<file path="src/rtl/i2c_tgt_pkg.sv">
package i2c_tgt_pkg;
  typedef enum logic [2:0] {
    ST_IDLE,
    ST_RX,
    ST_ACK,
    ST_TX,
    ST_MACK,
    ST_IGNORE
  } tgt_state_e;

  typedef enum logic [1:0] {
    WS_CMD,
    WS_PTR,
    WS_DATA
  } wr_step_e;
endpackage

</file>
<file path="src/rtl/i2c_line_sync.sv">
module i2c_line_sync #(
  parameter int SYNC_STAGES = 2
) (
  input  logic clk_i,
  input  logic rst_ni,
  input  logic scl_i,
  input  logic sda_i,
  output logic scl_o,
  output logic sda_o,
  output logic scl_rise_o,
  output logic scl_fall_o,
  output logic start_o,
  output logic stop_o
);
  localparam int MSB = SYNC_STAGES - 1;

  logic [MSB:0] scl_ff, sda_ff;
  logic         scl_d, sda_d;

  always_ff @(posedge clk_i or negedge rst_ni) begin
    if (!rst_ni) begin
      scl_ff <= '1;
      sda_ff <= '1;
      scl_d  <= 1'b1;
      sda_d  <= 1'b1;
    end else begin
      scl_ff <= {scl_ff[MSB-1:0], scl_i};
      sda_ff <= {sda_ff[MSB-1:0], sda_i};
      scl_d  <= scl_ff[MSB];
      sda_d  <= sda_ff[MSB];
    end
  end

  assign scl_o      = scl_ff[MSB];
  assign sda_o      = sda_ff[MSB];
  assign scl_rise_o = scl_o & ~scl_d;
  assign scl_fall_o = ~scl_o & scl_d;
  // conditions only count while SCL stays high over both samples
  assign start_o    = scl_o & scl_d & sda_d & ~sda_o;
  assign stop_o     = scl_o & scl_d & ~sda_d & sda_o;
endmodule

</file>
<file path="src/rtl/i2c_tgt_ptr.sv">
module i2c_tgt_ptr #(
  parameter int DEPTH = 32,
  localparam int AW = (DEPTH > 1) ? $clog2(DEPTH) : 1
) (
  input  logic          clk_i,
  input  logic          rst_ni,
  input  logic          load_i,
  input  logic [AW-1:0] load_val_i,
  input  logic          inc_i,
  output logic [AW-1:0] ptr_o
);
  localparam logic [AW-1:0] LAST = AW'(DEPTH - 1);

  logic [AW-1:0] ptr_q;

  always_ff @(posedge clk_i or negedge rst_ni) begin
    if (!rst_ni) begin
      ptr_q <= '0;
    end else if (load_i) begin
      ptr_q <= load_val_i;
    end else if (inc_i) begin
      ptr_q <= (ptr_q == LAST) ? '0 : ptr_q + 1'b1;
    end
  end

  assign ptr_o = ptr_q;

  a_r8_ptr_wrap: assert property (@(posedge clk_i) disable iff (!rst_ni)
    (inc_i && !load_i && ptr_o == LAST) |=> (ptr_o == '0));

  a_r9_ptr_step: assert property (@(posedge clk_i) disable iff (!rst_ni)
    (inc_i && !load_i && ptr_o != LAST) |=> (ptr_o == $past(ptr_o) + 1'b1));
endmodule

</file>
<file path="src/rtl/i2c_tgt_ctrl.sv">
module i2c_tgt_ctrl
  import i2c_tgt_pkg::*;
#(
  parameter logic [6:0] ADDR  = 7'h2A,
  parameter int         DEPTH = 32,
  localparam int        AW    = (DEPTH > 1) ? $clog2(DEPTH) : 1
) (
  input  logic          clk_i,
  input  logic          rst_ni,
  input  logic          scl_s_i,
  input  logic          sda_s_i,
  input  logic          scl_rise_i,
  input  logic          scl_fall_i,
  input  logic          start_i,
  input  logic          stop_i,
  input  logic          busy_i,
  output logic [7:0]    cmd_code_o,
  input  logic          cmd_valid_i,
  input  logic          cmd_ptr_en_i,
  input  logic [AW-1:0] cmd_ptr_i,
  output logic          ptr_load_o,
  output logic [AW-1:0] ptr_val_o,
  output logic          ptr_inc_o,
  output logic          rf_we_o,
  output logic [7:0]    rf_wdata_o,
  input  logic [7:0]    rf_rdata_i,
  output logic          sda_oe_o
);
  tgt_state_e state_q;
  wr_step_e   step_q;
  logic [3:0] bit_cnt_q;
  logic [7:0] rx_sh_q, tx_sh_q;
  logic       is_addr_q, rd_mode_q, ack_q, mack_q, sda_oe_q;

  logic evt_ok, byte_done, addr_hit, ptr_in_range, ack_ok;

  assign evt_ok       = !start_i && !stop_i;
  assign byte_done    = evt_ok && state_q == ST_RX && scl_fall_i && bit_cnt_q == 4'd8;
  assign addr_hit     = rx_sh_q[7:1] == ADDR;
  assign ptr_in_range = int'(rx_sh_q) < DEPTH;

  always_comb begin
    if (is_addr_q) begin
      ack_ok = addr_hit && !busy_i;
    end else begin
      unique case (step_q)
        WS_CMD:  ack_ok = cmd_valid_i;
        WS_PTR:  ack_ok = ptr_in_range;
        default: ack_ok = 1'b1;
      endcase
    end
  end

  assign cmd_code_o = rx_sh_q;
  assign rf_wdata_o = rx_sh_q;
  assign rf_we_o    = byte_done && !is_addr_q && step_q == WS_DATA;
  assign ptr_load_o = byte_done && !is_addr_q &&
                      ((step_q == WS_CMD && cmd_valid_i && cmd_ptr_en_i) ||
                       (step_q == WS_PTR && ptr_in_range));
  assign ptr_val_o  = (step_q == WS_CMD) ? cmd_ptr_i : rx_sh_q[AW-1:0];
  // controller ACK is sampled on the rising edge of its slot
  assign ptr_inc_o  = rf_we_o ||
                      (evt_ok && state_q == ST_MACK && scl_rise_i && !sda_s_i);
  assign sda_oe_o   = sda_oe_q;

  always_ff @(posedge clk_i or negedge rst_ni) begin
    if (!rst_ni) begin
      state_q   <= ST_IDLE;
      step_q    <= WS_CMD;
      bit_cnt_q <= '0;
      rx_sh_q   <= '0;
      tx_sh_q   <= '0;
      is_addr_q <= 1'b0;
      rd_mode_q <= 1'b0;
      ack_q     <= 1'b0;
      mack_q    <= 1'b0;
      sda_oe_q  <= 1'b0;
    end else if (start_i) begin
      state_q   <= ST_RX;
      bit_cnt_q <= '0;
      is_addr_q <= 1'b1;
      sda_oe_q  <= 1'b0;
    end else if (stop_i) begin
      state_q  <= ST_IDLE;
      sda_oe_q <= 1'b0;
    end else begin
      unique case (state_q)
        ST_RX: begin
          if (scl_rise_i) begin
            rx_sh_q   <= {rx_sh_q[6:0], sda_s_i};
            bit_cnt_q <= bit_cnt_q + 4'd1;
          end else if (scl_fall_i && bit_cnt_q == 4'd8) begin
            ack_q    <= ack_ok;
            sda_oe_q <= ack_ok;
            state_q  <= ST_ACK;
            if (is_addr_q) begin
              rd_mode_q <= rx_sh_q[0];
              step_q    <= WS_CMD;
            end else if (ack_ok && step_q == WS_CMD) begin
              step_q <= cmd_ptr_en_i ? WS_DATA : WS_PTR;
            end else if (ack_ok && step_q == WS_PTR) begin
              step_q <= WS_DATA;
            end
          end
        end
        ST_ACK: begin
          if (scl_fall_i) begin
            is_addr_q <= 1'b0;
            bit_cnt_q <= '0;
            if (!ack_q) begin
              state_q  <= ST_IGNORE;
              sda_oe_q <= 1'b0;
            end else if (rd_mode_q) begin
              tx_sh_q  <= rf_rdata_i;
              sda_oe_q <= ~rf_rdata_i[7];
              state_q  <= ST_TX;
            end else begin
              sda_oe_q <= 1'b0;
              state_q  <= ST_RX;
            end
          end
        end
        ST_TX: begin
          if (scl_rise_i) begin
            bit_cnt_q <= bit_cnt_q + 4'd1;
          end else if (scl_fall_i) begin
            if (bit_cnt_q == 4'd8) begin
              sda_oe_q <= 1'b0;
              state_q  <= ST_MACK;
            end else begin
              tx_sh_q  <= {tx_sh_q[6:0], 1'b0};
              sda_oe_q <= ~tx_sh_q[6];
            end
          end
        end
        ST_MACK: begin
          if (scl_rise_i) begin
            mack_q <= ~sda_s_i;
          end else if (scl_fall_i) begin
            bit_cnt_q <= '0;
            if (mack_q) begin
              tx_sh_q  <= rf_rdata_i;
              sda_oe_q <= ~rf_rdata_i[7];
              state_q  <= ST_TX;
            end else begin
              state_q <= ST_IGNORE;
            end
          end
        end
        default: ;
      endcase
    end
  end

  a_r3_busy_nack: assert property (@(posedge clk_i) disable iff (!rst_ni)
    (byte_done && is_addr_q && busy_i) |=> !sda_oe_o);

  a_r10_ignore_quiet: assert property (@(posedge clk_i) disable iff (!rst_ni)
    (state_q == ST_IGNORE) |-> (!sda_oe_o && !rf_we_o && !ptr_inc_o));

  a_r11_sda_scl_low: assert property (@(posedge clk_i) disable iff (!rst_ni)
    !$stable(sda_oe_q) |-> !scl_s_i);

  a_r12_stop_release: assert property (@(posedge clk_i) disable iff (!rst_ni)
    stop_i |=> (!sda_oe_o && state_q == ST_IDLE));
endmodule

</file>
<file path="src/rtl/i2c_cmd_target.sv">
module i2c_cmd_target #(
  parameter logic [6:0] ADDR        = 7'h2A,
  parameter int         DEPTH       = 32,
  parameter int         SYNC_STAGES = 2,
  localparam int        AW          = (DEPTH > 1) ? $clog2(DEPTH) : 1
) (
  input  logic          clk_i,
  input  logic          rst_ni,
  input  logic          scl_i,
  input  logic          sda_i,
  output logic          sda_oe_o,
  input  logic          busy_i,
  output logic [7:0]    cmd_code_o,
  input  logic          cmd_valid_i,
  input  logic          cmd_ptr_en_i,
  input  logic [AW-1:0] cmd_ptr_i,
  output logic [AW-1:0] rf_addr_o,
  output logic [7:0]    rf_wdata_o,
  output logic          rf_we_o,
  input  logic [7:0]    rf_rdata_i
);
  logic scl_s, sda_s, scl_rise, scl_fall, start_evt, stop_evt;
  logic ptr_load, ptr_inc;
  logic [AW-1:0] ptr_val, ptr;

  i2c_line_sync #(.SYNC_STAGES(SYNC_STAGES)) u_sync (
    .clk_i      (clk_i),
    .rst_ni     (rst_ni),
    .scl_i      (scl_i),
    .sda_i      (sda_i),
    .scl_o      (scl_s),
    .sda_o      (sda_s),
    .scl_rise_o (scl_rise),
    .scl_fall_o (scl_fall),
    .start_o    (start_evt),
    .stop_o     (stop_evt)
  );

  i2c_tgt_ctrl #(.ADDR(ADDR), .DEPTH(DEPTH)) u_ctrl (
    .clk_i        (clk_i),
    .rst_ni       (rst_ni),
    .scl_s_i      (scl_s),
    .sda_s_i      (sda_s),
    .scl_rise_i   (scl_rise),
    .scl_fall_i   (scl_fall),
    .start_i      (start_evt),
    .stop_i       (stop_evt),
    .busy_i       (busy_i),
    .cmd_code_o   (cmd_code_o),
    .cmd_valid_i  (cmd_valid_i),
    .cmd_ptr_en_i (cmd_ptr_en_i),
    .cmd_ptr_i    (cmd_ptr_i),
    .ptr_load_o   (ptr_load),
    .ptr_val_o    (ptr_val),
    .ptr_inc_o    (ptr_inc),
    .rf_we_o      (rf_we_o),
    .rf_wdata_o   (rf_wdata_o),
    .rf_rdata_i   (rf_rdata_i),
    .sda_oe_o     (sda_oe_o)
  );

  i2c_tgt_ptr #(.DEPTH(DEPTH)) u_ptr (
    .clk_i      (clk_i),
    .rst_ni     (rst_ni),
    .load_i     (ptr_load),
    .load_val_i (ptr_val),
    .inc_i      (ptr_inc),
    .ptr_o      (ptr)
  );

  assign rf_addr_o = ptr;
endmodule

</file>
<file path="config.mk">
export PLATFORM = sky130hd
export DESIGN_NAME = i2c_cmd_target
export DESIGN_NICKNAME = d
export VERILOG_FILES = /design/src/rtl/i2c_tgt_pkg.sv /design/src/rtl/i2c_line_sync.sv /design/src/rtl/i2c_tgt_ptr.sv /design/src/rtl/i2c_tgt_ctrl.sv /design/src/rtl/i2c_cmd_target.sv
export SDC_FILE = /design/constraint.sdc
export NUM_CORES = 1
export LEC_CHECK = 0
export ABC_AREA = 1
export BUFFER_PORTS_ARGS = -buffer_cell sky130_fd_sc_hd__clkbuf_2
export CORE_ASPECT_RATIO = 0.7
export CORE_MARGIN = 1
export CORE_UTILIZATION = 50
export DETAILED_ROUTE_END_ITERATION = 7
export PLACE_DENSITY = 0.77
export SYNTH_ARGS = -nofsm -noshare
export SYNTH_HDL_FRONTEND = slang
export SYNTH_SLANG_ARGS = --single-unit
</file>
<file path="constraint.sdc">
create_clock -name clk_i -period 1.7 [get_ports clk_i]
set_input_delay 0.255 -clock clk_i [delete_from_list [all_inputs] [get_ports clk_i]]
set_output_delay 0.255 -clock clk_i [all_outputs]
set_load 0.05 [all_outputs]
</file>
=== Word level (Yosys, flattened, before mapping) ===
Cells that the tools add are included.

* $add $sub $neg: 2
* Order comparisons: 1
* Equality and inequality tests: 30
* Muxes and demuxes: 58
* Bitwise operators: 16
* Reductions and logical operators: 43

{| class="wikitable"
|+ Operators by type and width
! operator !! number
|-
| 2-to-1 mux 7 bit || 9
|-
| 2-to-1 mux 3 bit || 12
|-
| case mux 7 bit (3 select lines) || 1
|-
| 2-to-1 mux 4 bit || 5
|-
| 2-to-1 mux 5 bit || 4
|-
| inequality test 4 x 1 -> 1 bit (second input constant) || 5
|-
| 2-to-1 mux 1 bit || 18
|-
| AND reduction 9 bit || 2
|-
| logical AND 1 bit || 17
|-
| inequality test 2 x 1 -> 1 bit (second input constant) || 7
|-
| inequality test 4 bit (second input constant) || 3
|-
| case mux 3 bit (4 select lines) || 1
|-
| case mux 4 bit (3 select lines) || 1
|-
| AND reduction 12 bit || 1
|-
| AND reduction 4 bit || 3
|-
| AND reduction 6 bit || 2
|-
| 2-to-1 mux 2 bit || 5
|-
| inverter 1 bit || 9
|-
| less-than comparator 8 x 6 -> 1 bit (second input constant) || 1
|-
| bitwise AND 1 bit || 7
|-
| == test 7 x 6 -> 1 bit (second input constant) || 1
|-
| == test 3 x 2 -> 1 bit (second input constant) || 2
|-
| inequality test 2 bit (second input constant) || 3
|-
| nonzero test 2 bit || 3
|-
| 22 further kinds || 28
|}

* Bits in registers: 40
* Input port bits: 20
* Output and inout port bits: 23
* Word-level logic and storage cells: 165

=== Logic depth before layout (Yosys ltp) ===
Gate-level depths: netlist (run 1).

* Depth after elaboration: 13
* Depth in mapped cells: 12
* Gate-level depth less buffers: 12

=== Modules after synthesis ===
From an unflattened synthesis (run 1), not the netlist that was laid out.

* Cell total of the unflattened synthesis: 325
* Area, all modules: 2463.6 µm²

{| class="wikitable"
|+ By module, submodules not included
! module !! times used !! cells each !! area each (µm²) !! sequential area each (µm²)
|-
| i2c_tgt_ctrl || 1 || 267 || 1925.6 || 725.7
|-
| i2c_tgt_ptr || 1 || 41 || 339.1 || 125.1
|-
| i2c_line_sync || 1 || 17 || 198.9 || 157.7
|}

=== Least setup slack after synthesis (run 1) ===
Ideal clock, no wire load.

* Path kind: reg-to-output
* Start: reg u_ctrl.bit_cnt_q[0]
* End: out rf_we_o
* Data arrival time: 1500 ps
* Required time: 1445 ps
* Path slack: -55 ps
* Stages on the path, launching flop included: 9
* Buffers on the path: 0
* Cell sequence: dfrtp_1 -> inv_1 -> ha_1 -> nand2_1 -> nor2_1 -> nand2_1 -> nor3_4 -> nand2_2 -> inv_1

* Cells in the longest elaborated chain, start to end: 4

{| class="wikitable"
|+ RTL lines
! item !! RTL line !! text
|-
| from (decl) || i2c_tgt_ctrl.sv:31 || <nowiki>logic [3:0] bit_cnt_q;</nowiki>
|-
| from (signal assigned) || i2c_tgt_ctrl.sv:91 || <nowiki>bit_cnt_q <= bit_cnt_q + 4'd1;</nowiki>
|-
| from (signal assigned) || i2c_tgt_ctrl.sv:125 || <nowiki>bit_cnt_q <= bit_cnt_q + 4'd1;</nowiki>
|-
| == test 4 bit || i2c_tgt_ctrl.sv:38 || <nowiki>assign byte_done = evt_ok && state_q == ST_RX && scl_fall_i && bit_cnt_q == 4'd8;</nowiki>
|-
| logical AND 1 bit || i2c_tgt_ctrl.sv:38 ||
|-
| logical AND 1 bit (2 in a row) || i2c_tgt_ctrl.sv:56 || <nowiki>assign rf_we_o = byte_done && !is_addr_q && step_q == WS_DATA;</nowiki>
|-
| to (decl) || i2c_cmd_target.sv:19 || <nowiki>output logic rf_we_o,</nowiki>
|}

Every way passes these cells.

=== Final worst setup path (run 1) ===
* Start: reg u_ctrl.bit_cnt_q[1]
* End: out rf_we_o

Same word-level chain as after synthesis.

==> results of run 1 <==
## worst paths after layout
| kind | slack [ps] | endpoint | cells past startpoint |
|---|---|---|---|
| setup reg to reg | -130 | u_ptr.ptr_o[4] | 14 |
| min in group clk_i | 40 | u_sync.sda_ff[0] | 1 |
| hold reg to reg | 360 | u_sync.sda_ff[1] | 0 |
| max in group asynchronous | 1310 | u_sync.sda_ff[0] | 2 |
| hold / removal | -1 | u_ptr.ptr_o[2] | 2 |
| setup / recovery | -290 | rf_we_o | 9 |
## power groups by stage
stage               Sequential (mW)  Clock, mW  Combinational, mW
CTS                            1.46      0.793               2.72
global placement               1.47          0               2.65
detailed placement             1.48          0               2.70
floorplan                      1.84          0               1.68
finish                         1.47      0.773               2.93
global route                   1.51      0.836               3.23
## cells by family (layout without fill, tap and decap cells)
logic type                 Yosys count  count (layout)  share of synthesized area
xor gates and xnor gates             1               1                   0.003590
and+or+nand+nor                    217             217                     0.3959
buffers and inverters               53             119                    0.09744
adders and majority gates            4               4                    0.02051
AOI/OAI and AO/OA                   31              31                    0.06923
DFF                                 40              40                     0.4133
## worst max-delay path, delay by kind of cell, from the launching register on
family / cells / cell delay [ps]
simple gates: 5 / 570
flops: 1 / 380
fa+ha+maj: 1 / 180
buf+inv: 3 / 300
## metrics by stage
step	hold WS [ps]	setup TNS [ps]	utilization	setup WS (ps)	power [mW]
finish	-1.011	-1048	0.6833	-286.1	5.171
global route	16.02	-2052	0.6833	-376.6	5.575
CTS	26.14	-342.0	0.6536	-243.5	4.979
detailed placement	344.1	-699.1	0.6217	-130.2	4.179
global placement	343.5	-289.6	0.6217	-99.68	4.122
floorplan	-40.59	0	-	24.98	3.520
## registers in the layout, summed over array words and instances, names as in the netlist
register           cells
u_ctrl.cmd_code_o      8
u_ctrl.tx_sh_q         7
u_ptr.ptr_o            5
u_ctrl.bit_cnt_q       4
u_ctrl.state_q         3
u_ctrl.step_q          2
u_sync.scl_ff          2
u_sync.sda_ff          2
u_ctrl.ack_q           1
u_ctrl.is_addr_q       1
u_ctrl.mack_q          1
u_ctrl.rd_mode_q       1
u_ctrl.sda_oe_o        1
u_sync.scl_d           1
u_sync.sda_d           1
## what timing repair did
action                     CTS  global route
cloned                       0             0
hold buffers                 0             0
setup endpoints to repair    6            24
buffers inserted             1             5
resized for setup            5            25
pin swaps                    2            12
## routing by layer
layer / track usage / up-vias
li1: - / 1205
met5: 0 / -
met4: 0.07143 / 0
met2: 0.3303 / 81
met1: 0.3578 / 1089
met3: 0.05578 / 5
## cells in the final DEF, fill, tap and decap left out, drive strengths merged, types with 4 or more instances in the layout
| master | Yosys | layout |
|---|---|---|
| nand3 | 27 | 27 |
| buf | 10 | 27 |
| nor2 | 33 | 33 |
| dfrtp | 34 | 34 |
| ha | 4 | 4 |
| nor3 | 4 | 4 |
| a21oi | 5 | 5 |
| dfstp | 6 | 6 |
| inv | 42 | 41 |
| nand4 | 6 | 6 |
| nand2 | 144 | 144 |
| clkbuf | 1 | 47 |
| o21ai | 25 | 25 |
## layout make-up
type	count	area [um2]	share of cell area
clock buffers	5	68.82	0.02236
clock inverters	3	42.54	0.01382
inverters	42	161.4	0.05244
multi-input cells	253	1275	0.4142
flip-flops and latches	40	1008	0.3276
well taps	55	68.82	0.02236
repair buffers	69	452.9	0.1472
==> metrics.txt, run 1 <==
CP Capture Type=primary output; DRC viols=0; YS warnings=0; DR vias/cell=5.096; Met2 Routed Length=2.447 mm; Commonest cells post-synth=nand2_1, dfrtp_1, inv_1, nor2_1, nand3_1; CTS tree=built; worst path required time=1440 ps; most used cell, CP=nand2_2; final setup margin=-286.1 ps; Comb power frac=0.566; worst min path class=input port to async pin; nature of the critical path startpoint=register; Mapped Area=2440 um2; Critical R2R Launch=u_ctrl.bit_cnt_q[1]; Post-synth EDFFs=0; failing checks=negative hold slack, negative setup slack; initial core utilization=0.5417; TritonRoute pass-1 iters=4; initial antenna violation count=0; RePlAce Congestion=0.9343; dpl cells=453; status=complete, but fails checks; Tmin final=1986 ps; VDD IR max=915.8 uV; clock power share=0.150; sw power=2.527 mW; Overall Global Routing Usage=0.2348; most frequent cell after synthesis=nand2_1; clk buf depth=2; Vias=2,380; crit path from=u_ctrl.bit_cnt_q[1]; met3 WL=410 um; Mapped Nets=370; Max-Cap Viols=0; Critical Path, Cell by Cell=inv_1 -> ha_2 -> nand2_2 -> nor2_4 -> nand2_2 -> nor3_4 -> nand2_2 -> clkinvlp_4 -> clkbuf_16; Critical Path Fanout Max=2; Die ar.=5167 um2; final period utilization=1.168; Clock Latency Late Sink=290 ps; Total Wirelength=5.813 mm; net count reported at finish=435; Yosys top cell area share=0.3487; Syn Area/Cell=7.052 um2; clock-pin slew on the worst setup and hold paths=80 ps; Leakage=1.626 nW; normalized max-slew margin=0.6628; Top Metal Used=met4; Cells after Synth=346; sequential cell area fraction in the yosys report=0.4133; WS Path Type=register to primary output; wire per inst=12.45 um; # IOs=43; # H-tree levels=2; first-pass GRT wire length=9.204 mm; HPWL after DPL=4.234 mm; DP Area=2800 um2; Int Power=2.644 mW; hold_ws=-1.011 ps; ranking of synthesized cells by area=dfrtp_1, nand2_1, dfstp_2; switching share of power=0.4886; count of pins over their slew limit=0; Final Hold Viols=2; DRT iter0 DRCs=150; Critical-path top delay cell=dfrtp_1; final setup vio count=9; Die Width=85.49 um; Peak Freq=503.5 MHz; crit path DAT=1730 ps; Row Count=20; RSZ-0062 raised after global routing=yes; clk root buf=clkbuf_8; Filler Cell Count=382; layout cells sized above 1=0.3228; final instance area=3078 um2; cts bufs inserted=5; Yosys top cell by area=dfrtp_1; number of global-route vias before repair=1,972; M1 WL=2.913 mm; number of distinct library cells after synthesis=29; Flop pwr share=0.285; asr flop ratio synth=1.000; Area Overhead vs Synth=26.15%; I/O Buffers=42; skew final=3.623 ps; worst slew pin tran=505.7 ps; grt ovf=0; clk sinks=40; ANT cells=0; count of non-filler cells in the finished layout=467; flops & latches, synth=40; largest net degree at the start of global routing=41; Core Area=4504 um2; Worst path max stage delay=380 ps; Final ANT Viol Nets=0; Main synth FF type=dfrtp_1; power density over the cells=1680 nW/um2; die span in y=60.45 um
Note: power is estimated with default switching activity, not from simulation.
==> inputs of run 2 (changes only) <==
SETUP_SLACK_MARGIN = 0.2   (was unset)
==> run 2 against run 1 <==
Effect of this change:
- the run ends with negative setup slack left
- routed wire length up 28%
- register-to-register slack about the same
- non-clock buffer count up 19
- clock power up 4.9%
- largest cell class unchanged
- highest routed layer unchanged
==> metrics.txt, run 2 (synthesis gave the netlist of run 1 again) <==
status=complete, but fails checks (unchanged); failing checks=negative setup slack (was negative hold slack, negative setup slack); Row Count=20 (unchanged); worst path required time=1440 ps (about the same); worst min path class=input port to register (was input port to async pin); die span in y=60.45 um (unchanged); number of global-route vias before repair=2,192 (was 1,972); Critical-path top delay cell=dfrtp_1 (unchanged); RePlAce Congestion=0.8921 (was 0.9343); pre-CTS setup slack=-76.72 ps (was -130.2 ps); final setup margin=-259.3 ps (was -286.1 ps); Critical Path Fanout Max=2 (unchanged); ANT cells=0 (unchanged); most used cell, CP=nand2_4 (was nand2_2); Area Overhead vs Synth=44.82% (was 26.15%); initial antenna violation count=0 (unchanged); wire per inst=15.22 um (was 12.45 um); clk sinks=40 (unchanged); Peak Freq=510.4 MHz (was 503.5 MHz); count of non-filler cells in the finished layout=487 (was 467); clk root buf=clkbuf_8 (unchanged); RSZ-0062 raised after global routing=yes (unchanged); Vias=2,631 (was 2,380); max reg flops=8 (unchanged); cts bufs inserted=5 (unchanged); # H-tree levels=2 (unchanged); reg2reg end=u_ptr.ptr_o[0] (was u_ptr.ptr_o[4]); HPWL after DPL=4.427 mm (was 4.234 mm); Top Family by Delay on Critical Path=simple AND/OR/NAND/NOR gates (unchanged); Critical R2R Launch=u_ctrl.bit_cnt_q[1] (unchanged); net count reported at finish=455 (was 435); Die Width=85.49 um (unchanged); crit path from=u_ctrl.bit_cnt_q[1] (unchanged); I/O Buffers=42 (unchanged); nature of the critical path startpoint=register (unchanged); Clock Latency Late Sink=300 ps (was 290 ps); clock power share=0.137 (was 0.150); Final Hold Viols=0 (was 2); most common cell after layout, fill and taps aside=nand2_1 (unchanged); largest net degree at the start of global routing=19 (was 41); Reg2Reg Setup Slack=-140 ps (was -130 ps); Critical Path, Cell by Cell=inv_2 -> ha_4 -> nand2_4 -> nor2_4 -> nand2_4 -> nor3_4 -> nand2_2 -> clkinvlp_4 -> clkbuf_16 (was inv_1 -> ha_2 -> nand2_2 -> nor2_4 -> nand2_2 -> nor3_4 -> nand2_2 -> clkinvlp_4 -> clkbuf_16); WS Path Type=register to primary output (unchanged); Crit path depth=9 (unchanged); count of pins over their slew limit=0 (unchanged); clock-pin slew on the worst setup and hold paths=80 ps (about the same); final instance area=3533 um2 (was 3078 um2); final setup vio count=9 (unchanged); layout cells sized above 1=0.4352 (was 0.3228); DRT iter0 DRCs=180 (was 150); final period utilization=1.153 (was 1.168); Int Power=2.943 mW (was 2.644 mW); Setup crit end=rf_we_o (unchanged); Filler Cell Count=287 (was 382); power density over the cells=1672 nW/um2 (was 1680 nW/um2); crit path DAT=1700 ps (was 1730 ps); skew final=3.567 ps (was 3.623 ps); Tmin final=1959 ps (was 1986 ps); Flop pwr share=0.258 (was 0.285); DRC viols=0 (unchanged); CTS tree=built (unchanged); Worst path max stage delay=410 ps (was 380 ps); DP Area=2830 um2 (was 2800 um2); setup TNS=-1033 ps (was -1048 ps); DR vias/cell=5.402 (was 5.096); TritonRoute pass-1 iters=4 (unchanged); sw power=2.966 mW (was 2.527 mW); clk buf depth=2 (unchanged); grt ovf=0 (unchanged); Max-Cap Viols=0 (unchanged); initial core utilization=0.5417 (unchanged); worst slew pin tran=473.0 ps (was 505.7 ps); final total power=5.909 mW (was 5.171 mW); Overall Global Routing Usage=0.2629 (was 0.2348); worst path buffer plus inverter count=3 (unchanged); # IOs=43 (unchanged); first-pass GRT wire length=10.29 mm (was 9.204 mm); normalized max-slew margin=0.6847 (was 0.6628); most frequent cells in the layout=nand2_1, clkbuf_2, buf_4 (was nand2_1, clkbuf_2, dfrtp_1); Reg2Reg Depth=14 (unchanged); hold depth=1; CP Capture Type=primary output (unchanged); Total Wirelength=7.414 mm (was 5.813 mm); Final ANT Viol Nets=0 (unchanged); Die ar.=5167 um2 (unchanged); Core Area=4504 um2 (unchanged); switching share of power=0.5019 (was 0.4886); Leakage=1.801 nW (was 1.626 nW); VDD IR max=1013 uV (was 915.8 uV); dpl cells=455 (was 453); Comb power frac=0.605 (was 0.566)
[run 2: worst register-to-register path, delay by kind of cell (launching register included)]
family                     cells  cell delay, ps
and+or+nand+nor               10             880
adders and majority gates      1             160
buffers and inverters          3             340
DFF                            1             410
[run 2: layer usage]
layer / wire length, um / part of all wire / track usage
met5: 0 / 0 / 0
met1: 3093 / 0.42 / 0.3600
met4: 297 / 0.040 / 0.06190
met2: 3575 / 0.48 / 0.4377
met3: 447 / 0.060 / 0.05714
[run 2: worst min-delay path by stage]
stage,slack (ps),from,to
finish,30,sda_i,u_sync.sda_ff[0]
detailed placement,220,rst_ni,u_ptr.ptr_o[4]
global placement,230,rst_ni,u_ptr.ptr_o[3]
CTS,30,sda_i,u_sync.sda_ff[0]
floorplan,-40,rst_ni,u_ctrl.ack_q
global route,20,sda_i,u_sync.sda_ff[0]
[run 2: power by group through the flow]
stage	logic [mW]	registers (mW)	clock network (mW)
floorplan	1.69	1.84	0
global placement	2.65	1.49	0
detailed placement	2.71	1.50	0
CTS	2.98	1.49	0.816
global route	3.84	1.56	0.854
finish	3.57	1.53	0.811
[run 2: stage by stage]
step	utilization	hold WS, ps
2_1_floorplan	-	-40.59
3_3_place_gp	0.6283	226.3
3_5_place_dp	0.6283	224.1
4_1_cts	0.7139	31.26
5_1_grt	0.7844	18.99
6_report	0.7844	30.43
[run 2: area by class of cell]
type / instances / area (um2) / area share
clock buffers: 5 / 68.82 / 0.01948
multi-input cells: 254 / 1531 / 0.4334
clock inverters: 3 / 47.55 / 0.01346
well taps: 55 / 68.82 / 0.01948
repair buffers: 88 / 635.6 / 0.1799
inverters: 42 / 168.9 / 0.04780
flip-flops and latches: 40 / 1012 / 0.2865
[run 2: repair_timing]
action | CTS | global route
pin swaps | 9 | 21
setup endpoints to repair | 32 | 34
hold endpoints to repair | 16 | 0
resized for setup | 47 | 48
hold buffers | 1 | 0
setup buffers | 7 | 15
cloned | 0 | 1
==> inputs of run 3 (changes only) <==
PLACE_DENSITY = unset   (was 0.77)
PLACE_DENSITY_LB_ADDON = 0.25   (was unset)
==> run 3 against run 2 <==
Effect of this change:
- the run still ends with negative setup slack left
- sequential share of layout area increased by 0.21 points
- total power fell by 2.5%
- worst setup slack better by 40 ps
- first-iteration DRC count decreased by 6.1%
- routed wire length decreased by 7.3%
- core utilization shrank 0.47 points
- largest power group unchanged
- via count shrank 4.1%
- hold slack worse by 3.7 ps
- sequential power about the same
- clock-buffer cell count is 1 higher
- non-clock buffer count shrank 8
- critical path depth stayed put
==> metrics.txt, run 3 (synthesis gave the netlist of run 1 again) <==
status=complete, but fails checks (unchanged); failing checks=negative setup slack (unchanged); TritonRoute pass-1 iters=7 (was 4); number of global-route vias before repair=2,120 (was 2,192); WS Path Type=register to primary output (unchanged); normalized max-slew margin=0.8148 (was 0.6847); grt ovf=0 (unchanged); hold depth=1 (unchanged); Final Hold Viols=0 (unchanged); clock-pin slew on the worst setup and hold paths=90 ps (was 80 ps); pre-CTS setup slack=-40.28 ps (was -76.72 ps); Vias=2,523 (was 2,631); most frequent cells in the layout=nand2_1, clkbuf_2, dfrtp_1 (was nand2_1, clkbuf_2, buf_4); HPWL after DPL=4.243 mm (was 4.427 mm); DRT iter0 DRCs=169 (was 180); Area Overhead vs Synth=43.95% (was 44.82%); max reg flops=8 (unchanged); Max-Cap Viols=0 (unchanged); CTS tree=built (unchanged); Row Count=20 (unchanged); Clock Latency Late Sink=300 ps (about the same); die span in y=60.45 um (unchanged); crit path DAT=1660 ps (was 1700 ps); VDD IR max=1108 uV (was 1013 uV); # IOs=43 (unchanged); Reg2Reg Depth=14 (unchanged); hold_ws=26.75 ps (was 30.43 ps); Die Width=85.49 um (unchanged); nature of the critical path startpoint=register (unchanged); first-pass GRT wire length=9.915 mm (was 10.29 mm); initial core utilization=0.5417 (unchanged); RSZ-0062 raised after global routing=yes (unchanged); Overall Global Routing Usage=0.2530 (was 0.2629); largest net degree at the start of global routing=41 (was 19); clk sinks=40 (unchanged); worst path required time=1440 ps (about the same); most common cell after layout, fill and taps aside=nand2_1 (unchanged); DR vias/cell=5.267 (was 5.402); DP Area=2828 um2 (was 2830 um2); net count reported at finish=447 (was 455); initial antenna violation count=0 (unchanged); wire per inst=14.34 um (was 15.22 um); layout cells sized above 1=0.4599 (was 0.4352); Total Wirelength=6.870 mm (was 7.414 mm); Die ar.=5167 um2 (unchanged); worst slew pin tran=277.1 ps (was 473.0 ps); RePlAce Congestion=0.9102 (was 0.8921); ANT cells=0 (unchanged); final setup vio count=9 (unchanged); worst min path class=input port to register (unchanged); # H-tree levels=2 (unchanged); Peak Freq=520.9 MHz (was 510.4 MHz); CP Capture Type=primary output (unchanged); Tmin final=1920 ps (was 1959 ps); final setup margin=-219.7 ps (was -259.3 ps); cts bufs inserted=5 (unchanged); final period utilization=1.129 (was 1.153); Leakage=1.788 nW (was 1.801 nW); power density over the cells=1640 nW/um2 (was 1672 nW/um2); skew final=13.06 ps (was 3.567 ps); DRC viols=0 (unchanged); clk buf depth=2 (unchanged); I/O Buffers=42 (unchanged); Core Area=4504 um2 (unchanged); clk root buf=clkbuf_8 (unchanged); Critical Path Fanout Max=2 (unchanged); Final ANT Viol Nets=0 (unchanged); final instance area=3512 um2 (was 3533 um2); count of pins over their slew limit=0 (unchanged)
-- run 3: changes by cell type in the layout (fill, tap and decap cells not counted), moves of 2 or more --
cell     change
nand3_4      -2
nor2_4       +2
buf_4        -7
nand2_1      -9
nor2_1       -2
nand3_2      +3
inv_1        -2
nand2_2      +8
nand2_4      +2
-- run 3: area by class of cell --
cell class / instances / area [um2]
Multi-Input combinational cell: 254 / 1563
Sequential cell: 40 / 1013
Fill cell: 311 / 992.2
Timing Repair Buffer: 80 / 571.8
Inverter: 42 / 173.9
Clock buffer: 6 / 82.58
Tap cell: 55 / 68.82
Clock inverter: 2 / 38.79
-- run 3: timing repair --
action,in CTS,in global routing
setup endpoints to repair,23,34
gates resized for setup,54,58
hold buffers,1,0
setup buffers,10,6
hold endpoints to repair,34,0
pin swaps,18,21
cloned,0,1
-- run 3: worst paths after layout --
kind                                startpoint               end  slack, ps
min in group asynchronous               rst_ni    u_ptr.ptr_o[4]        470
hold / removal                           sda_i  u_sync.sda_ff[0]         30
setup reg to reg           u_ctrl.bit_cnt_q[0]    u_ptr.ptr_o[1]       -140
hold reg to reg               u_sync.scl_ff[0]  u_sync.scl_ff[1]        360
max in group asynchronous               rst_ni      u_sync.sda_d        960
setup / recovery           u_ctrl.bit_cnt_q[0]           rf_we_o       -220
-- run 3: report_power, final --
part | total (mW) | switching (mW) | internal [mW]
logic | 3.41 | 2.28 | 1.13
clock network | 0.830 | 0.349 | 0.480
registers | 1.52 | 0.281 | 1.24
total | 5.76 | 2.91 | 2.85
-- run 3: layer usage --
metal,GRT usage,share of wire,up-vias
met5,0,0,-
li1,-,-,1231
met1,0.3646,0.46,1188
met3,0.04898,0.054,13
met4,0.05952,0.015,0
met2,0.4023,0.47,91
-- run 3: metrics by stage --
stage | utilization | total power, mW | instances | TNS (ps)
final | 0.7797 | 5.759 | 479 | -1013
after global routing | 0.7797 | 6.112 | 479 | -1924
after CTS | 0.7197 | 5.297 | 472 | -566.0
after detailed placement | 0.6278 | 4.200 | 453 | -71.75
after global placement | 0.6278 | 4.133 | 453 | -19.22
after floorplan | - | 3.532 | 346 | 0
-- run 3: worst max-delay path: stages (launching register included) --
cell	delay, ps
dfrtp_1	400
inv_2	80
ha_4	140
nand2_4	50
nor2_4	120
nand2_4	80
nor3_4	140
nand2_2	110
clkinvlp_4	90
clkbuf_16	150
